<file path="src/rtl/wdog_prescaler_pkg.sv">
`timescale 1ns/1ps
package wdog_prescaler_pkg;
  typedef enum logic {
    PH_WAIT = 1'b0,
    PH_RUN  = 1'b1
  } phase_e;
endpackage

</file>
<file path="src/rtl/wdog_pre_cnt.sv">
`timescale 1ns/1ps
module wdog_pre_cnt #(
  parameter int CNT_W = 17
) (
  input  logic             clk_i,
  input  logic             rst_ni,
  input  logic             clr_i,
  output logic [CNT_W-1:0] cnt_o,
  output logic             at_top_o
);
  localparam logic [CNT_W-1:0] TOP = {1'b0, {(CNT_W-1){1'b1}}};

  logic [CNT_W-1:0] cnt_q;

  always_ff @(posedge clk_i or negedge rst_ni) begin
    if (!rst_ni)    cnt_q <= '0;
    else if (clr_i) cnt_q <= '0;
    else            cnt_q <= cnt_q + 1'b1;
  end

  assign cnt_o    = cnt_q;
  assign at_top_o = (cnt_q == TOP);
endmodule

</file>
<file path="src/rtl/wdog_pre_seq.sv">
`timescale 1ns/1ps
module wdog_pre_seq
  import wdog_prescaler_pkg::*;
(
  input  logic clk_i,
  input  logic rst_ni,
  input  logic clr_req_i,
  input  logic wdt_en_i,
  input  logic at_top_i,
  output logic run_o,
  output logic cnt_clr_o,
  output logic rst_req_o
);
  phase_e ph_q, ph_d;
  logic   req_q, req_d;
  logic   ovf;

  always_comb begin
    ph_d      = ph_q;
    req_d     = 1'b0;
    ovf       = 1'b0;
    cnt_clr_o = 1'b0;
    case (ph_q)
      PH_WAIT: begin
        // settling delay: software clears have no say here
        cnt_clr_o = at_top_i;
        req_d     = ~at_top_i;
        if (at_top_i) ph_d = PH_RUN;
      end
      PH_RUN: begin
        ovf       = wdt_en_i & at_top_i & ~clr_req_i;
        cnt_clr_o = clr_req_i | ovf;
        req_d     = ovf;
      end
      default: begin
        ph_d  = PH_WAIT;
        req_d = 1'b1;
      end
    endcase
  end

  always_ff @(posedge clk_i or negedge rst_ni) begin
    if (!rst_ni) begin
      ph_q  <= PH_WAIT;
      req_q <= 1'b1;
    end else begin
      ph_q  <= ph_d;
      req_q <= req_d;
    end
  end

  assign run_o     = (ph_q == PH_RUN);
  assign rst_req_o = req_q;
endmodule

</file>
<file path="src/rtl/wdog_pre_rd.sv">
`timescale 1ns/1ps
module wdog_pre_rd #(
  parameter int TM_W       = 4,
  parameter int MODE_W     = 4,
  parameter int RD_ALL_BIT = 2
) (
  input  logic              clk_i,
  input  logic              rst_ni,
  input  logic              we_i,
  input  logic [MODE_W-1:0] wdata_i,
  input  logic [TM_W-1:0]   tm_i,
  output logic [TM_W-1:0]   rd_o
);
  logic [MODE_W-1:0] mode_q;
  logic              unused_mode;

  always_ff @(posedge clk_i or negedge rst_ni) begin
    if (!rst_ni)   mode_q <= '0;
    else if (we_i) mode_q <= wdata_i;
  end

  // only the read-format bit is consumed here
  assign unused_mode = ^mode_q;

  for (genvar i = 0; i < TM_W; i++) begin : g_rd
    if (i == TM_W-1) begin : g_top
      assign rd_o[i] = tm_i[i];
    end else begin : g_low
      assign rd_o[i] = tm_i[i] & mode_q[RD_ALL_BIT];
    end
  end
endmodule

</file>
<file path="src/rtl/wdog_prescaler.sv">
`timescale 1ns/1ps
module wdog_prescaler #(
  parameter int CNT_W      = 17,
  parameter int TM_W       = 4,
  parameter int MODE_W     = 4,
  parameter int RD_ALL_BIT = 2
) (
  input  logic              clk_i,
  input  logic              rst_ni,
  input  logic              tmr_clr_i,
  input  logic              hold_rel_i,
  input  logic              mode_we_i,
  input  logic [MODE_W-1:0] mode_wdata_i,
  output logic [TM_W-1:0]   rd_data_o,
  input  logic              wdt_en_i,
  output logic              rst_req_o
);
  localparam int TM_MSB = CNT_W - 2;
  localparam int TM_LSB = TM_MSB - TM_W + 1;

  logic [CNT_W-1:0] cnt_w;
  logic             at_top_w;
  logic             cnt_clr_w;
  logic             clr_req_w;
  logic             run_w;

  assign clr_req_w = tmr_clr_i | hold_rel_i;

  wdog_pre_cnt #(.CNT_W(CNT_W)) u_cnt (
    .clk_i    (clk_i),
    .rst_ni   (rst_ni),
    .clr_i    (cnt_clr_w),
    .cnt_o    (cnt_w),
    .at_top_o (at_top_w)
  );

  wdog_pre_seq u_seq (
    .clk_i     (clk_i),
    .rst_ni    (rst_ni),
    .clr_req_i (clr_req_w),
    .wdt_en_i  (wdt_en_i),
    .at_top_i  (at_top_w),
    .run_o     (run_w),
    .cnt_clr_o (cnt_clr_w),
    .rst_req_o (rst_req_o)
  );

  wdog_pre_rd #(
    .TM_W       (TM_W),
    .MODE_W     (MODE_W),
    .RD_ALL_BIT (RD_ALL_BIT)
  ) u_rd (
    .clk_i   (clk_i),
    .rst_ni  (rst_ni),
    .we_i    (mode_we_i),
    .wdata_i (mode_wdata_i),
    .tm_i    (cnt_w[TM_MSB:TM_LSB]),
    .rd_o    (rd_data_o)
  );
endmodule

</file>
<file path="config.mk">
export PLATFORM = sky130hd
export DESIGN_NAME = wdog_prescaler
export DESIGN_NICKNAME = d
export VERILOG_FILES = /design/src/rtl/wdog_prescaler_pkg.sv /design/src/rtl/wdog_pre_cnt.sv /design/src/rtl/wdog_pre_seq.sv /design/src/rtl/wdog_pre_rd.sv /design/src/rtl/wdog_prescaler.sv
export SDC_FILE = /design/constraint.sdc
export NUM_CORES = 1
export LEC_CHECK = 0
export ABC_AREA = 1
export ABC_CLOCK_PERIOD_IN_PS = 5100
export BUFFER_PORTS_ARGS = -buffer_cell sky130_fd_sc_hd__buf_4
export CORE_MARGIN = 5
export CORE_UTILIZATION = 30
export CTS_CLUSTER_SIZE = 20
export DETAILED_ROUTE_END_ITERATION = 8
export GPL_TIMING_DRIVEN = 0
export PLACE_DENSITY = 0.51
export SKIP_CTS_REPAIR_TIMING = 1
export SYNTH_ARGS = -nofsm -noshare
export SYNTH_HDL_FRONTEND = slang
export SYNTH_SLANG_ARGS = --single-unit
export TNS_END_PERCENT = 30
</file>
<file path="constraint.sdc">
create_clock -name clk_i -period 5.1 [get_ports clk_i]
set_input_delay 0.255 -clock clk_i [delete_from_list [all_inputs] [get_ports clk_i]]
set_output_delay 0.255 -clock clk_i [all_outputs]
set_load 0.05 [all_outputs]
</file>
==> metrics.md <==
| Metric | Value |
|---|---|
| Status | `finished, final reports clean` |
| Avg Inst Size Synth | `around 7.8 um2` |
| GRT busiest layer | `met2` |
| Commonest cells after routing, fill and taps aside | `35 x nand2_1, 35 x nor2_1, 19 x dfrtp_1` |
| Pin count of the biggest net entering global routing | `21` |
| Req. time, crit path | `approximately 5.3 ns` |
| RSZ-0062 raised after global routing | `false` |
| Antenna Violating Nets Remaining | `0` |
| Area of the core | `0.00366 mm2` |
| Crit end category | `flip-flop` |
| Yosys cell types | `24` |
| Finish-stage setup viols | `0` |
| Clk slew on worst S/H paths | `0.07 ns` |
| Global-route wire length before repair | `about 3.9 mm` |
| WP data arrival | `about 2.2 ns` |
| Initial DRT Pass Iterations | `4` |
| CTS tree | `built` |
| Port Buffers | `11` |
| Total gr overflow | `0` |
| Critical path class | `flip-flop to flip-flop` |
| CP max-delay cell | `dfrtp_1` |
| Mapped Nets | `between 150 and 200` |
| Met1 usage | `between 10% and 20%` |
| Minimum clock period | `between 2 and 2.5 ns` |
| Bufs and invs on worst path | `0` |
| Row cnt | `22` |
| Relative slew margins | `about four fifths` |
| Crit-path leading delay family | `simple AND/OR/NAND/NOR gates` |
| Power per cell area | `between 200 and 250 mW/mm2` |
| M3 GR Usage | `3.37%` |
| Tot GR Track Use | `9.50%` |
| Setup crit start kind | `flip-flop` |
| Synthesized area | `0.00113 mm2` |
| Initial antenna violation count | `0` |
| Min-delay worst type | `input port to flip-flop` |
| Sinks on Clock Net | `20` |
| Max H-tree Level | `1` |
| Layout cells sized above 1 | `21.7%` |
| Power Total | `about 280 uW` |
| Pre-CTS setup slack | `3.00 ns` |
| Cells after Synth | `145` |
| Die area | `0.00509 mm2` |
| Routed Wire Length | `approximately 2.2 mm` |
| Worst path cell trace | `ha_1, nand2_1, nor2_2, nand4_1, nor2_1, ha_1, nand2_1, nand3_1, nand2_4, o21ai_0, nor2_1` |
| Initial Util | `30.8%` |
| Crit-path max FO | `10` |
| Yosys warns | `0` |
| Fin. Hold Viols | `0` |
| Remaining DRCs | `0` |
| Leak | `approximately 0.00068 uW` |
| Synthesis-stage register bit count | `20` |
| Drt via density | `about 4.4` |
| Clock Latency Late Sink | `0.26 ns` |
| Routability Congestion | `0.755` |
| DP Wirelength | `roughly 1.7 mm` |
| Horiz. Die Dim | `71.3 um` |
| Largest area contributor in the netlist | `dfrtp_1` |
| Via count | `approximately 900` |
| Met2 Usage GRT | `14.8%` |
| # Max-Cap Violations | `0` |
| Die height | `approximately 70 um` |
| Final Worst Setup Slack | `3.03 ns` |
| Initial DRC Count | `31` |
| Peak VDD IR | `0.000140 V` |
| CTS Buffer Depth | `2` |
| Share of the synthesized area in the top cell type | `between 40 and 50%` |
| Vias in the first global route | `905` |
| Placed Instances | `204` |
| ANT cells | `0` |
| Per-cell routed wire length | `slightly above 10 um` |
| # IOs | `15` |
| Worst path max stage delay | `0.39 ns` |
| Seq/Total Area, Yosys | `44.5%` |
| Worst Skew | `0.00182 ns` |
| Ranking of synthesized cells by area | `dfrtp_1 42%, nand2_1 12%, nor2_1 12%, inv_1 6.0%, nand2_4 3.0%` |
| Slew @ Worst Pin | `0.270 ns` |
| Setup TNS Final | `0 ns` |
| Pins over their slew limit | `0` |
| Fmax | `slightly below 0.5 GHz` |
| Area Overhead vs Synth | `17.5%` |
| Fin cells | `roughly 210` |
| Layout Nets | `174` |
| CTS Buf Count | `3` |
| Fin crit share | `40.7%` |
| Clk root buf | `clkbuf_8` |
-- metrics by stage --
stage | hold WS [ns] | util, % | instance area, um2
5_1_grt | 0.220 | 36.2 | 1330
3_5_place_dp | 0.154 | 34.7 | 1270
3_3_place_gp | 0.153 | 34.7 | 1270
6_report | 0.229 | 36.2 | 1330
2_1_floorplan | -0.0406 | - | 1130
4_1_cts | -0.129 | 36.0 | 1320
-- flip-flops by register name (all words and copies together) (netlist names) --
name / flops
u_rd.mode_q: 1
u_seq.run_o: 1
u_seq.rst_req_o: 1
u_cnt.cnt_o: 17
-- cells in the mapped netlist (all sizes together) --
| library cell | n |
|---|---|
| dfstp | 1 |
| o21ai | 3 |
| ha | 2 |
| a21oi | 2 |
| xor2 | 1 |
| nand3 | 4 |
| inv | 19 |
| nor3 | 1 |
| mux2 | 1 |
| nor3b | 1 |
| xnor2 | 1 |
| dfrtp | 19 |
| o21bai | 3 |
| nand4 | 3 |
| buf | 2 |
| nand2 | 40 |
| nor2 | 41 |
| or2 | 1 |
-- logic make-up (layout without fill, tap and decap cells) --
kind of cell,Yosys count,in the layout,share of synthesized area [%]
AND/OR/NAND/NOR,91,91,37.6
buffers and inverters,21,37,7.98
flip-flops,20,20,44.5
AO/OA/AOI/OAI,8,8,5.21
adder cells (fa/ha/maj),2,2,2.22
XOR/XNOR,2,2,1.55
multiplexers,1,1,0.998
-- metal layers --
layer  part of all wire (%)  up-vias
met3                    4.1        2
met4                   0.79        0
met1                     48      437
met5                      0        -
met2                     47       12
li1                       -      474
-- where the power goes --
group	switching, uW	internal (uW)
Sequential	0.660	159
Clock	52.2	55.6
Combinational	4.02	4.15
-- worst reg2reg max path, cell delays in order (launching register included) --
cell     delay, ns
dfrtp_1       0.39
ha_1          0.21
nand2_1       0.11
nor2_2        0.20
nand4_1       0.19
nor2_1        0.15
ha_1          0.18
nand2_1       0.12
nand3_1       0.16
nand2_4       0.11
o21ai_0       0.10
nor2_1        0.05
-- final timing paths --
check / cells after the start / slack [ns] / from / endpoint
min reg2reg: 1 / 0.49 / u_cnt.cnt_o[0]$_DFF_PN0_ / u_cnt.cnt_o[0]$_DFF_PN0_
min: 2 / 0.23 / mode_wdata_i[2] / u_rd.mode_q[2]$_DFFE_PN0P_
max in group asynchronous: 2 / 4.42 / rst_ni / u_seq.rst_req_o$_DFF_PN1_
min in group asynchronous: 2 / 0.41 / rst_ni / u_seq.run_o$_DFF_PN0_
max: 11 / 3.03 / u_cnt.cnt_o[0]$_DFF_PN0_ / u_cnt.cnt_o[5]$_DFF_PN0_
max reg2reg: 11 / 3.03 / u_cnt.cnt_o[0]$_DFF_PN0_ / u_cnt.cnt_o[5]$_DFF_PN0_
-- final cells by class --
cell class              instances  area, um2
flip-flops and latches         20        502
fillers                       411       2330
multi-input cells             104        537
well taps                      48       60.1
plain buffers                   2       18.8
repair buffers                 12       92.6
inverters                      19       71.3
clock buffers                   4       45.0
Note: power is estimated with default switching activity, not from simulation.
